File: src/rtl/ssum_pkg.sv
package ssum_pkg;

  // Command applied to the registers at the next rising edge.
  typedef enum logic [1:0] {
    CMD_SHIFT = 2'd0,
    CMD_LOAD  = 2'd1,
    CMD_CLEAR = 2'd2
  } ssum_cmd_e;

  // Clear outranks load, and load outranks shift.
  function automatic ssum_cmd_e pick_cmd(input logic clr, input logic load);
    if (clr)       return CMD_CLEAR;
    else if (load) return CMD_LOAD;
    else           return CMD_SHIFT;
  endfunction

  // One-bit full adder: the sum bit.
  function automatic logic fa_sum(input logic a, input logic b, input logic ci);
    return a ^ b ^ ci;
  endfunction

  // One-bit full adder: the carry bit.
  function automatic logic fa_carry(input logic a, input logic b, input logic ci);
    return (a & b) | (ci & (a ^ b));
  endfunction

endpackage

File: src/rtl/ssum_adder.sv
module ssum_adder
  import ssum_pkg::*;
#(
  parameter int WIDTH = 8
) (
  input  logic [WIDTH-1:0] a_i,
  input  logic [WIDTH-1:0] b_i,
  output logic [WIDTH-1:0] sum_o,
  output logic             cout_o
);

  logic [WIDTH:0] chain;

  assign chain[0] = 1'b0;

  // Ripple chain: one full-adder stage per bit.
  for (genvar i = 0; i < WIDTH; i++) begin : g_stage
    assign sum_o[i]   = fa_sum(a_i[i], b_i[i], chain[i]);
    assign chain[i+1] = fa_carry(a_i[i], b_i[i], chain[i]);
  end

  assign cout_o = chain[WIDTH];

endmodule

File: src/rtl/ssum_shreg.sv
module ssum_shreg
  import ssum_pkg::*;
#(
  parameter int WIDTH = 8
) (
  input  logic             clk_i,
  input  ssum_cmd_e        cmd_i,
  input  logic [WIDTH-1:0] par_i,
  output logic [WIDTH-1:0] data_o,
  output logic             ser_o
);

  logic [WIDTH-1:0] data_q;
  logic [WIDTH-1:0] data_d;

  always_comb begin
    unique case (cmd_i)
      CMD_CLEAR: data_d = '0;
      CMD_LOAD:  data_d = par_i;
      default:   data_d = {1'b0, data_q[WIDTH-1:1]};
    endcase
  end

  always_ff @(posedge clk_i) begin
    data_q <= data_d;
  end

  assign data_o = data_q;
  assign ser_o  = data_q[0];

  // Zero fill at the top end on every shift.
  AST_TOP_ZERO_FILL: assert property (@(posedge clk_i)
    (cmd_i == CMD_SHIFT) |=> (data_q[WIDTH-1] == 1'b0));

endmodule

File: src/rtl/ssum_carry_reg.sv
module ssum_carry_reg
  import ssum_pkg::*;
(
  input  logic      clk_i,
  input  ssum_cmd_e cmd_i,
  input  logic      cin_i,
  output logic      carry_o
);

  logic carry_q;

  always_ff @(posedge clk_i) begin
    case (cmd_i)
      CMD_CLEAR: carry_q <= 1'b0;
      CMD_LOAD:  carry_q <= cin_i;
      default:   carry_q <= carry_q;
    endcase
  end

  assign carry_o = carry_q;

  AST_CARRY_HOLD: assert property (@(posedge clk_i)
    (cmd_i == CMD_SHIFT) |=> $stable(carry_q));

endmodule

File: src/rtl/ssum_serializer.sv
module ssum_serializer
  import ssum_pkg::*;
#(
  parameter int WIDTH = 8
) (
  input  logic             clk_i,
  input  logic             clr_i,
  input  logic             load_i,
  input  logic [WIDTH-1:0] opa_i,
  input  logic [WIDTH-1:0] opb_i,
  output logic             ser_o,
  output logic             carry_o
);

  localparam int CNT_W = $clog2(WIDTH + 1);
  localparam logic [CNT_W-1:0] CNT_FULL = CNT_W'(WIDTH);

  ssum_cmd_e        cmd;
  logic             ev_clear;
  logic             ev_load;
  logic             ev_shift;
  logic [WIDTH-1:0] sum_w;
  logic             cout_w;
  logic [WIDTH-1:0] data_w;

  assign cmd      = pick_cmd(clr_i, load_i);
  assign ev_clear = (cmd == CMD_CLEAR);
  assign ev_load  = (cmd == CMD_LOAD);
  assign ev_shift = (cmd == CMD_SHIFT);

  ssum_adder #(.WIDTH(WIDTH)) u_add (
    .a_i    (opa_i),
    .b_i    (opb_i),
    .sum_o  (sum_w),
    .cout_o (cout_w)
  );

  ssum_shreg #(.WIDTH(WIDTH)) u_shr (
    .clk_i  (clk_i),
    .cmd_i  (cmd),
    .par_i  (sum_w),
    .data_o (data_w),
    .ser_o  (ser_o)
  );

  ssum_carry_reg u_cry (
    .clk_i   (clk_i),
    .cmd_i   (cmd),
    .cin_i   (cout_w),
    .carry_o (carry_o)
  );

  // Shifts since the last load, saturating at WIDTH. Used only by the checks.
  logic [CNT_W-1:0] shifts_seen;
  always_ff @(posedge clk_i) begin
    if (ev_clear || ev_load) shifts_seen <= ev_clear ? CNT_FULL : '0;
    else if (shifts_seen != CNT_FULL) shifts_seen <= shifts_seen + 1'b1;
  end

  AST_CLEAR_EMPTIES: assert property (@(posedge clk_i)
    ev_clear |=> (ser_o == 1'b0 && carry_o == 1'b0 && data_w == '0));

  AST_CLEAR_BEATS_LOAD: assert property (@(posedge clk_i)
    (clr_i && load_i) |=> (data_w == '0));

  AST_LOAD_TAKES_SUM: assert property (@(posedge clk_i) disable iff (clr_i)
    ev_load |=> (data_w == $past(sum_w)));

  AST_LOAD_TAKES_CARRY: assert property (@(posedge clk_i) disable iff (clr_i)
    ev_load |=> (carry_o == $past(cout_w)));

  AST_SHIFT_ONE_PLACE: assert property (@(posedge clk_i) disable iff (clr_i)
    ev_shift |=> (data_w == ($past(data_w) >> 1)));

  AST_DRAINED_LOW: assert property (@(posedge clk_i) disable iff (clr_i)
    (shifts_seen == CNT_FULL) |-> (ser_o == 1'b0));

endmodule

File: config.mk
export PLATFORM = sky130hd
export DESIGN_NAME = ssum_serializer
export DESIGN_NICKNAME = d
export VERILOG_FILES = /design/src/rtl/ssum_pkg.sv /design/src/rtl/ssum_adder.sv /design/src/rtl/ssum_shreg.sv /design/src/rtl/ssum_carry_reg.sv /design/src/rtl/ssum_serializer.sv
export SDC_FILE = /design/constraint.sdc
export NUM_CORES = 1
export LEC_CHECK = 0
export BUFFER_PORTS_ARGS = -buffer_cell sky130_fd_sc_hd__buf_2
export CAP_MARGIN = 10
export CORE_MARGIN = 3
export CORE_UTILIZATION = 35
export CTS_CLUSTER_DIAMETER = 120
export DETAILED_ROUTE_END_ITERATION = 16
export PLACE_DENSITY = 0.71
export SLEW_MARGIN = 10
export SYNTH_ARGS = -nofsm -noshare
export SYNTH_HDL_FRONTEND = slang
export SYNTH_SLANG_ARGS = --single-unit
File: constraint.sdc
create_clock -name clk_i -period 3.7 [get_ports clk_i]
set_clock_uncertainty 0.2 [all_clocks]
set_input_delay 0.185 -clock clk_i [delete_from_list [all_inputs] [get_ports clk_i]]
set_output_delay 0.185 -clock clk_i [all_outputs]
set_load 0.02 [all_outputs]
---- Yosys cells after proc, flatten, opt, wreduce, memory -nomap -nowiden ----
Index checks and enable logic that the tools add are counted.
storage, ports and cells
  input port bits ......................... 19
  flip-flop bits (word level) ............. 9
  output and inout port bits .............. 2
  word-level logic and storage cells ...... 46
cells by class
  multiplexer cells ....................... 4
  bitwise gates (word level) .............. 37
  equal/unequal tests ..................... 2
  reductions and logical operators ........ 1
operators by type and width
  operator                                                               number
  8-bit case mux with 2 select lines                                     1
  1-bit bitwise AND                                                      15
  1-bit XOR                                                              15
  1-bit bitwise OR                                                       7
  2-bit by 1-bit equality test with 1-bit output, second input constant  1
  2-bit equality test, second input constant                             1
  2-bit 2-to-1 mux                                                       1
  1-bit case mux with 2 select lines                                     1
  2-bit nonzero test                                                     1
  1-bit 2-to-1 mux                                                       1

---- Depth between registers and ports, before layout ----
Gate-level depths: netlist of the first run.
  word-level depth ........................ 16
  mapped depth ............................ 11
  mapped depth without buffers ............ 11

---- Hierarchy ----
From an unflattened synthesis of the first run, not the netlist that was laid out.
second synthesis, totals
  cell total of the unflattened synthesis .. 49
  area, all modules ....................... 564.3 µm²
by module, submodules not included
  module           sequential area each (µm²)  area an instance (µm²)  cells each  instances
  ssum_shreg       160.2                       304.0                   25          1
  ssum_adder       0.0                         190.2                   18          1
  ssum_carry_reg   30.0                        56.3                    5           1
  ssum_serializer  0.0                         13.8                    1           1

---- Least setup slack after synthesis of the first run ----
No wires, ideal clock.
  path kind ............................... input-to-reg
  start ................................... input port opa_i[0]
  end ..................................... register u_cry.carry_q (netlist: u_cry.carry_o) (data pin)
  buffers on the path ..................... 0
  slack ................................... 0.628 ns
  stages .................................. 11
  setup time .............................. 0.256 ns
  required time ........................... 3.244 ns
  arrival ................................. 2.615 ns
  cells stage by stage .................... ha_1 > inv_1 > fa_1 > fa_1 > fa_1 > inv_1 > fa_1 > fa_1 > fa_1 > fa_1 > and3b_2
on the way
  word-level cells in the longest chain between the ends .. 16
RTL lines
  what                                RTL line              source
  start, declared                     ssum_serializer.sv:9  input logic [WIDTH-1:0] opa_i,
  1-bit bitwise AND (2 in series)     ssum_pkg.sv:24        return (a & b) | (ci & (a ^ b));
  1-bit bitwise OR                    ssum_pkg.sv:24
  1-bit bitwise AND                   ssum_pkg.sv:24
  1-bit bitwise OR                    ssum_pkg.sv:24
  1-bit bitwise AND                   ssum_pkg.sv:24
  1-bit bitwise OR                    ssum_pkg.sv:24
  1-bit bitwise AND                   ssum_pkg.sv:24
  1-bit bitwise OR                    ssum_pkg.sv:24
  1-bit bitwise AND                   ssum_pkg.sv:24
  1-bit bitwise OR                    ssum_pkg.sv:24
  1-bit bitwise AND                   ssum_pkg.sv:24
  1-bit bitwise OR                    ssum_pkg.sv:24
  1-bit bitwise AND                   ssum_pkg.sv:24
  1-bit bitwise OR                    ssum_pkg.sv:24
  1-bit case mux with 2 select lines  ssum_carry_reg.sv:13  case (cmd_i)
  end signal, assigned                ssum_carry_reg.sv:15  CMD_LOAD: carry_q <= cin_i;
  end signal, assigned                ssum_carry_reg.sv:16  default: carry_q <= carry_q;
  end, declared                       ssum_carry_reg.sv:10  logic carry_q;
Every way passes these cells.
A chain may end at the register's enable or synchronous reset.

---- Worst setup path after layout of the first run ----
Ends and elaborated chain as after synthesis.

==> impl_metrics.csv, run 1 <==
group,metric,value,unit
critical_path,cp_cell_sequence,"buf_2 -> ha_1 -> inv_1 -> fa_1 -> fa_1 -> fa_1 -> inv_1 -> fa_1 -> fa_1 -> fa_1 -> fa_1 -> and3b_2",
layout,stdcell_count,84,
cts,path_clk_slew,0.06,ns
detailed_routing,via_count,369,
cts,cts_tree,"built",
cts,clockRootBuffer,"clkbuf_4",
critical_path,r2r_start,"u_shr.data_o[6]",
power_and_ir_drop,combPwrFrac,20.8,%
timing,setup_viol_count_final,0,
floorplanning,die_y,44.80,µm
detailed_routing,wire_per_inst,8.964,µm
detailed_routing,drtAntennaViolNets,0,
timing,hold_viol,0,
critical_path,critPathKind,"input port to flop",
synth,ys_ff_latch,9,
placed_design,portBuffers,20,
hold_path,hp-class,"input port to flop",
detailed_routing,post-route-drc-count,0,
power_and_ir_drop,netSwitchingFraction,25.12,%
hold_path,min_delay_worst_endpoint,"u_shr.data_o[3]",
critical_path,cp_slowest_cell,"fa_1",
synth,synth_area_leader_cell,"dfxtp_1",
synth,syn-instance-count,47,
critical_path,crit_path_frequent_cell,"fa_1",
cts,insertion_delay,0.26,ns
power_and_ir_drop,power_switching,0.05856,mW
critical_path,cp-end-kind,"flop",
global_routing,grt_pass1_wl,1.283,mm
hold_path,hold_depth,2,
synth,synth_top_area_share,30.40,%
critical_path,cp.arrival,2.84,ns
global_routing,grt_overflow,0,
placed_design,gp_congestion,0.6282,
floorplanning,io_pins,21,
layout,area_growth,24.47,%
timing,period_minus_slack,3.025,ns
detailed_routing,wl,753,µm
timing,tns,0,ns
timing,maxSlewHeadroom,85.93,%
hold_path,min-delay-start,"clr_i",
global_routing,grt_pass1_vias,336,
timing,grt_setup_unrepaired,"no",
cts,cts_buffers,3,
run,cap_violations,0,
cts,postCtsSetupBuffers,0,
critical_path,reg2reg_depth,2,
power_and_ir_drop,p_int,0.1746,mW
synth,synth_fp_nets,74,
detailed_routing,drt_iter0_drc,2,
power_and_ir_drop,ir_drop,0.0002198,V
layout,fillers,145,
status,status,"completed",
global_routing,grt_usage,9.227,%
detailed_routing,avgViaCountPerCell,4.393,
cts,clock-sinks,9,
global_routing,grt_max_degree,14,
synth,yosysSeqAreaShare,36.10,%
power_and_ir_drop,leakage,0.3359,nW
placed_design,placed_cells,80,
cts,cts_htree_levels,1,
floorplanning,die_area,2007,µm²
synth,synth.area.top_cells,"dfxtp_1 30%, fa_1 27%, mux2i_1 7.6%",
timing,fmax,330.5,MHz
cts,cts_resized,0,
floorplanning,start_util,39.02,%
critical_path,timing.rr.end,"u_shr.data_o[5]",
critical_path,crit_required,3.51,ns
floorplanning,placementRows,13,
power_and_ir_drop,powerDensity,355.6,nW/µm²
cts,hold_buffers,0,
critical_path,r2r_slack,2.92,ns
synth,yosys_warnings,0,
timing,fin_crit_sh,81.77,%
floorplanning,core_area,1350,µm²
critical_path,critical_path.max_fanout,1,
power_and_ir_drop,p_clk_share,32.0,%
critical_path,cp-start-kind,"input port",
synth,syn_area_per_cell,11.21,µm²
global_routing,antenna_found_initial,0,
timing,tightest_slew,0.2111,ns
synth,synth_cell_types,14,
floorplanning,die_w,44.80,µm
layout,antenna_cells,0,
layout,nets,97,
synth,syn_area,526.8,µm²
cts,cts_max_path_buffers,2,
critical_path,max_stage_delay,0.40,ns
layout,drive_gt1_share,37.68,%
detailed_routing,firstDrtPassIters,2,
power_and_ir_drop,seqPwrFrac,47.2,%
timing,drv_slew,0,
## critical path, delay by kind of cell
family / cells / cell delay, ns
adder cells (fa/ha/maj): 8 / 2.23
buffers and inverters: 3 / 0.22
AND/OR/NAND/NOR: 1 / 0.21
## worst max-delay path by stage
stage / start / cells past startpoint / slack (ns) / end
after floorplan: opa_i[0] / 11 / 0.63 / u_cry.carry_o
after global placement: opa_i[0] / 12 / 0.40 / u_cry.carry_o
after detailed placement: opa_i[0] / 12 / 0.37 / u_cry.carry_o
after CTS: opa_i[0] / 12 / 0.64 / u_cry.carry_o
after global routing: opa_i[0] / 12 / 0.60 / u_cry.carry_o
final: opa_i[0] / 12 / 0.67 / u_cry.carry_o
## cell usage in the layout, fill, tap and decap left out
cell / instances
edfxtp_1: 1
and3b_2: 2
or2_2: 1
or2b_1: 3
clkbuf_4: 3
a21oi_1: 3
inv_1: 8
nand2b_1: 3
dfxtp_1: 8
mux2i_1: 4
fa_1: 7
buf_2: 20
nor2_1: 4
clkbuf_1: 1
ha_1: 1
## metal layers
| metal | track usage (%) | wire length, µm | up-vias |
|---|---|---|---|
| met3 | 5.976 | 83 | 0 |
| met1 | 10.58 | 323 | 164 |
| li1 | - | - | 186 |
| met5 | 0 | 0 | - |
| met2 | 13.75 | 346 | 19 |
| met4 | 3.509 | 0 | 0 |
## power by group through the flow
| stage | Combinational (mW) | Sequential (mW) | Clock, mW |
|---|---|---|---|
| 4_1_cts | 0.0503 | 0.110 | 0.0776 |
| 2_1_floorplan | 0.0305 | 0.114 | 0 |
| 3_3_place_gp | 0.0491 | 0.112 | 0 |
| 3_5_place_dp | 0.0500 | 0.112 | 0 |
| 6_report | 0.0486 | 0.110 | 0.0745 |
| 5_1_grt | 0.0563 | 0.111 | 0.0836 |
## state kept, by name (all words and copies together) (netlist names)
register	count
u_shr.data_o	8
u_cry.carry_o	1
## synthesized netlist by cell type
cell type and number:
nand2b_1 3, and3b_2 2, dfxtp_1 8, a21oi_1 3
fa_1 7, or2b_1 3, ha_1 1, or2_2 1
inv_1 8, edfxtp_1 1, buf_6 1, buf_2 1
nor2_1 4, mux2i_1 4
## stage by stage
step / utilization (%) / total power, mW / area (µm²) / hold slack [ns] / setup slack (ns)
after global placement: 46.62 / 0.1612 / 629.4 / 0.2376 / 0.3984
final: 48.56 / 0.2331 / 655.6 / 0.007865 / 0.6746
after global routing: 48.56 / 0.2509 / 655.6 / 0.02461 / 0.5958
after CTS: 48.56 / 0.2381 / 655.6 / 0.002482 / 0.6361
after detailed placement: 46.62 / 0.1623 / 629.4 / 0.2513 / 0.3675
after floorplan: - / 0.1449 / 526.8 / 0.2120 / 0.6285
## cell type report
cell class | instances | area (µm²) | area share [%]
Tap cell | 15 | 18.77 | 2.863
Multi-Input combinational cell | 28 | 290.3 | 44.27
Sequential cell | 9 | 190.2 | 29.01
Clock buffer | 4 | 26.28 | 4.008
Timing Repair Buffer | 20 | 100.1 | 15.27
Inverter | 8 | 30.03 | 4.580
## kinds of logic after synthesis
| group | Yosys count | share of synthesized area, % |
|---|---|---|
| compound gates | 3 | 2.850 |
| fa+ha+maj | 8 | 28.98 |
| buf+inv | 10 | 8.788 |
| flops | 9 | 36.10 |
| mux | 4 | 7.601 |
| simple gates | 13 | 15.68 |
(Power assumes the default switching activity.)
==> run 2: changes to the inputs <==
Settings changed: ABC_AREA set to 1, PLACE_DENSITY 0.71 to 0.73.
Clock period 3.7 ns to 2.6 ns, I/O delays scaled along.
==> impl_metrics.csv, run 2 <==
group,metric,value,unit
status,status,"finished, violations left",
status,violations,"setup timing",
detailed_routing,top_layer_used,"met3",
placed_design,portBuffers,20,
detailed_routing,post-route-drc-count,0,
layout,nets,110,
global_routing,grt_pass1_vias,401,
timing,fin_ws,-0.07494,ns
detailed_routing,firstDrtPassIters,2,
hold_path,hp-class,"input port to flop",
run,cap_violations,0,
timing,maxSlewHeadroom,84.34,%
synth,synth_edf_count,1,
detailed_routing,wl,875,µm
layout,drive_gt1_share,43.90,%
synth,yosysMostFrequentCell,"nand2_1",
power_and_ir_drop,ir_drop,0.0003192,V
timing,tightest_slew,0.2348,ns
timing,fmax,373.8,MHz
layout,final_cell_mix,"18 x buf_2, 15 x nand2_1, 11 x inv_1, 8 x dfxtp_1",
global_routing,grt_overflow,0,
synth,ys_ff_latch,9,
global_routing,grt_pass1_wl,1.545,mm
synth,synthTopCellsByCount,"15 x nand2_1, 14 x inv_1, 8 x dfxtp_1, 7 x fa_1, 7 x nand3_1",
cts,clock-sinks,9,
synth,synth_ff_type,"dfxtp_1",
layout,largest_reg_flops,8,
synth,syn-instance-count,58,
floorplanning,die_w,44.89,µm
detailed_routing,wirelength_met1,307,µm
floorplanning,die_area,2015,µm²
critical_path,cp-start-kind,"input port",
power_and_ir_drop,powerDensity,481.2,nW/µm²
cts,cts_tree,"built",
detailed_routing,route.met3.wl,103,µm
timing,grt_setup_unrepaired,"yes",
detailed_routing,dr_wl_met2,465,µm
timing,period_minus_slack,2.675,ns
global_routing,grt_max_degree,10,
layout,area_growth,35.22,%
cts,cts_buffers,3,
synth,yosys_warnings,0,
global_routing,antenna_found_initial,0,
synth,syn_area,529.3,µm²
timing,drv_slew,0,
layout,antenna_cells,0,
cts,cts_htree_levels,1,
power_and_ir_drop,power,0.3444,mW
floorplanning,placementRows,13,
floorplanning,die_y,44.89,µm
synth,synth_fp_nets,85,
critical_path,critical_path.max_fanout,1,
critical_path,cp-end-kind,"flop",
synth,synth_cell_types,11,
placed_design,dpl.hpwl,761.4,µm
placed_design,placed_area,664.4,µm²
cts,path_clk_slew,0.06,ns
critical_path,crit_required,2.60,ns
synth,yosysSeqAreaShare,35.93,%
synth,synth_area_leader_cell,"dfxtp_1",
critical_path,cp.arrival,2.67,ns
cts,cts_max_path_buffers,2,
synth,synth_top_area_share,30.26,%
detailed_routing,drtAntennaViolNets,0,
cts,insertion_delay,0.26,ns
synth,synth.area.top_cells,"dfxtp_1 30%, fa_1 26%, nand2_1 11%",
timing,fin_crit_sh,102.9,%
layout,fin_area,715.7,µm²
placed_design,gp_congestion,0.6805,
critical_path,critPathKind,"input port to flop",
cts,postCtsSetupBuffers,0,
synth,syn_area_per_cell,9.125,µm²
layout,final_common_cell,"buf_2",
global_routing,grt_usage,10.95,%
detailed_routing,drt_iter0_drc,1,
synth,async_reset_ff_share,0,%
floorplanning,start_util,38.74,%
power_and_ir_drop,leakage,0.3798,nW
cts,clockRootBuffer,"clkbuf_4",
floorplanning,io_pins,21,
timing,setup_viol_count_final,2,
timing,hold_viol,0,
detailed_routing,wire_per_inst,9.021,µm
detailed_routing,avgViaCountPerCell,4.268,
floorplanning,core_area,1366,µm²
detailed_routing,via_count,414,
-- run 2: cell count changes in the layout (fill, tap and decap cells not counted), moves of 3 or more --
cell | before | now
nand2b_1 | 3 | 0
nand3_1 | 0 | 7
nand2_1 | 0 | 15
inv_1 | 8 | 11
a21oi_1 | 3 | 0
inv_2 | 0 | 4
or2b_1 | 3 | 0
fa_1 | 7 | 0
fa_2 | 0 | 7
mux2i_1 | 4 | 0
-- run 2: final cells by class --
class	instances	area [µm²]
fillers	139	650.6
multi-input cells	33	301.5
flip-flops and latches	9	190.2
repair buffers	21	122.6
inverters	15	56.30
clock buffers	4	26.28
well taps	15	18.77
-- run 2: worst max-delay path, cell delays in order --
cell and delay [ns]:
buf_6 0.10, ha_4 0.14, inv_2 0.04, fa_2 0.18, fa_2 0.19, fa_2 0.19, inv_2 0.04, fa_2 0.33
fa_2 0.34, fa_2 0.35, fa_2 0.53, inv_2 0.03, nor2_1 0.08
-- run 2: worst paths after layout --
check | from | to | slack (ns) | cells past startpoint
max | opa_i[0] | u_shr.data_o[7] | -0.07 | 13
min | clr_i | u_shr.data_o[0] | 0.01 | 4
max reg2reg | u_shr.data_o[6] | u_shr.data_o[5] | 1.89 | 2
min reg2reg | u_shr.data_o[1] | u_shr.data_o[0] | 0.22 | 2
-- run 2: metrics by stage --
step | hold WS (ns) | cells | TNS [ns] | setup WS, ns | utilization (%)
floorplan | 0.07991 | 58 | -0.3087 | -0.1760 | -
global placement | 0.1997 | 92 | -0.7584 | -0.3512 | 48.63
detailed placement | 0.2109 | 92 | -0.8404 | -0.3767 | 48.63
CTS | 0.004066 | 97 | -0.1106 | -0.07525 | 52.20
global route | 0.03468 | 97 | -0.2115 | -0.1241 | 52.38
finish | 0.01138 | 97 | -0.1073 | -0.07494 | 52.38
-- run 2: cell families (layout without fill, tap and decap cells) --
group,Yosys count,in the layout,synth area share (%)
fa+ha+maj,8,8,28.84
buf+inv,16,40,12.77
flops,9,9,35.93
simple gates,25,25,22.46
-- run 2: metal layers --
layer	GRT usage [%]	up-vias
met5	0	-
met4	1.754	0
met3	7.570	0
met2	18.34	17
met1	11.50	182
li1	-	215
-- run 2: power breakdown --
group | leakage (nW) | switching (mW) | internal, mW
combinational | 0.288 | 0.0424 | 0.0399
sequential | 0.0767 | 0.00317 | 0.154
clock | 0.0150 | 0.0461 | 0.0590
total | 0.380 | 0.0916 | 0.253
-- run 2: timing repair --
action,in CTS,in global routing
setup endpoints to repair,2,2
hold buffers,1,0
pin swaps,0,0
gates resized for setup,2,2
hold endpoints to repair,1,0
==> run 3: changes to the inputs <==
--- a/config.mk
+++ b/config.mk
@@ -13,6 +13,4 @@
 export CTS_CLUSTER_DIAMETER = 120
 export DETAILED_ROUTE_END_ITERATION = 16
-export PLACE_DENSITY = 0.73
-export SLEW_MARGIN = 10
 export SYNTH_ARGS = -nofsm -noshare
 export SYNTH_HDL_FRONTEND = slang
--- a/constraint.sdc
+++ b/constraint.sdc
@@ -3,3 +3,3 @@
 set_input_delay 0.13 -clock clk_i [delete_from_list [all_inputs] [get_ports clk_i]]
 set_output_delay 0.13 -clock clk_i [all_outputs]
-set_load 0.02 [all_outputs]
+set_load 0.05 [all_outputs]
==> impl_metrics.csv, run 3 (same netlist as run 2, synthesis figures left out) <==
group,metric,value,unit
hold_path,hold_depth,4,
critical_path,crit_required,2.60,ns
timing,setup_viol_count_final,2,
layout,area_growth,33.57,%
power_and_ir_drop,powerDensity,494.6,nW/µm²
status,status,"finished, violations left",
critical_path,critical_path.max_fanout,1,
placed_design,portBuffers,20,
critical_path,max_stage_delay,0.53,ns
cts,cts_htree_levels,1,
timing,tightest_slew,0.2476,ns
cts,clock-sinks,9,
detailed_routing,post-route-drc-count,0,
global_routing,antenna_found_initial,0,
timing,fmax,375.0,MHz
placed_design,dpl.hpwl,810.5,µm
floorplanning,placementRows,13,
placed_design,placed_cells,92,
critical_path,timing.rr.end,"u_shr.data_o[5]",
layout,stdcell_count,96,
detailed_routing,drt_iter0_drc,4,
critical_path,reg2reg_depth,2,
timing,whs,0.008140,ns
cts,cts_buffers,3,
layout,antenna_cells,0,
critical_path,crit_path_frequent_cell,"fa_2",
critical_path,r2r_slack,1.90,ns
hold_path,min_delay_worst_endpoint,"u_shr.data_o[4]",
layout,final_common_cell,"buf_2",
global_routing,grt_pass1_wl,1.504,mm
status,violations,"setup timing",
layout,nets,109,
global_routing,grt_usage,10.87,%
placed_design,gp_congestion,0.7329,
floorplanning,start_util,38.74,%
layout,multi_input_area,301.5,µm²
critical_path,cp-end-kind,"flop",
layout,finish.utilization,51.74,%
timing,maxSlewHeadroom,83.61,%
critical_path,cp_cell_sequence,"buf_6 -> ha_4 -> inv_2 -> fa_2 -> fa_2 -> fa_2 -> inv_2 -> fa_2 -> fa_2 -> fa_2 -> fa_2 -> inv_1 -> nor2_1",
floorplanning,die_w,44.89,µm
power_and_ir_drop,power,0.3497,mW
global_routing,grt_pass1_vias,413,
detailed_routing,drtAntennaViolNets,0,
power_and_ir_drop,ir_drop,0.0003180,V
critical_path,cp.arrival,2.67,ns
critical_path,critPathKind,"input port to flop",
layout,final_cell_mix,"18 x buf_2, 15 x nand2_1, 11 x inv_1, 8 x dfxtp_1",
floorplanning,die_area,2015,µm²
timing,hold_viol,0,
timing,drv_slew,0,
cts,insertion_delay,0.26,ns
timing,fin_crit_sh,102.6,%
hold_path,hp-class,"input port to flop",
layout,largest_reg_flops,8,
detailed_routing,via_count,427,
layout,fillers,146,
floorplanning,die_y,44.89,µm
cts,cts_max_path_buffers,2,
detailed_routing,wl,903,µm
critical_path,r2r_start,"u_shr.data_o[6]",
power_and_ir_drop,leakage,0.3784,nW
detailed_routing,firstDrtPassIters,4,
critical_path,cp-start-kind,"input port",
global_routing,grt_max_degree,10,
run,cap_violations,0,
timing,fin_ws,-0.06646,ns
detailed_routing,wire_per_inst,9.406,µm
timing,grt_setup_unrepaired,"yes",
cts,postCtsSetupBuffers,0,
cts,clockRootBuffer,"clkbuf_4",
global_routing,grt_overflow,0,
timing,period_minus_slack,2.666,ns
floorplanning,io_pins,21,
cts,cts_tree,"built",
critical_path,cp_slowest_cell,"fa_2",
layout,drive_gt1_share,45.68,%
cts,path_clk_slew,0.07,ns
detailed_routing,avgViaCountPerCell,4.448,
hold_path,min-delay-start,"clr_i",
floorplanning,core_area,1366,µm²
layout,seqCellArea,190.2,µm²
## run 3: how the worst max path moves through the flow
stage / startpoint / end / slack [ns] / cells after the start
after floorplan: opa_i[0] / u_cry.carry_o / -0.18 / 12
after global placement: opa_i[0] / u_cry.carry_o / -0.37 / 13
after detailed placement: opa_i[0] / u_cry.carry_o / -0.40 / 13
after CTS: opa_i[0] / u_shr.data_o[7] / -0.08 / 13
after global routing: opa_i[0] / u_shr.data_o[7] / -0.15 / 13
final: opa_i[0] / u_shr.data_o[7] / -0.07 / 13
## run 3: timing repair
item | in CTS | in global routing
resized for setup | 3 | 1
pin swaps | 0 | 0
setup endpoints to repair | 2 | 2
hold buffers | 0 | 0
## run 3: routing by layer
layer,share of wire [%],global-route usage (%)
met1,33,9.023
met2,57,21.20
met3,9.1,5.976
met4,0.44,3.509
met5,0,0
## run 3: power breakdown
group / internal, mW / switching, mW / total (mW)
clock network: 0.0567 / 0.0498 / 0.107
registers: 0.154 / 0.00299 / 0.157
logic: 0.0383 / 0.0481 / 0.0864
## run 3: area by class of cell
| type | instances | area share [%] |
|---|---|---|
| multi-input combinational | 33 | 42.65 |
| timing repair buffer | 20 | 15.93 |
| clock inverter | 1 | 0.7080 |
| sequential | 9 | 26.90 |
| inverter | 15 | 7.965 |
| clock buffer | 3 | 3.186 |
| tap | 15 | 2.655 |
## run 3: per-stage QoR
step                      setup slack [ns]  instance area, µm²  setup TNS, ns
final                             -0.06646               706.9        -0.1049
after global routing               -0.1484               706.9        -0.2814
after CTS                         -0.08267               706.9        -0.1386
after detailed placement           -0.4026               664.4        -0.8918
after global placement             -0.3703               664.4        -0.7787
after floorplan                    -0.1760               556.8        -0.3087
## run 3: worst max-delay path, delay by kind of cell
family        cells  cell delay, ns
simple gates      1            0.08
buf+inv           4            0.22
fa+ha+maj         8            2.26
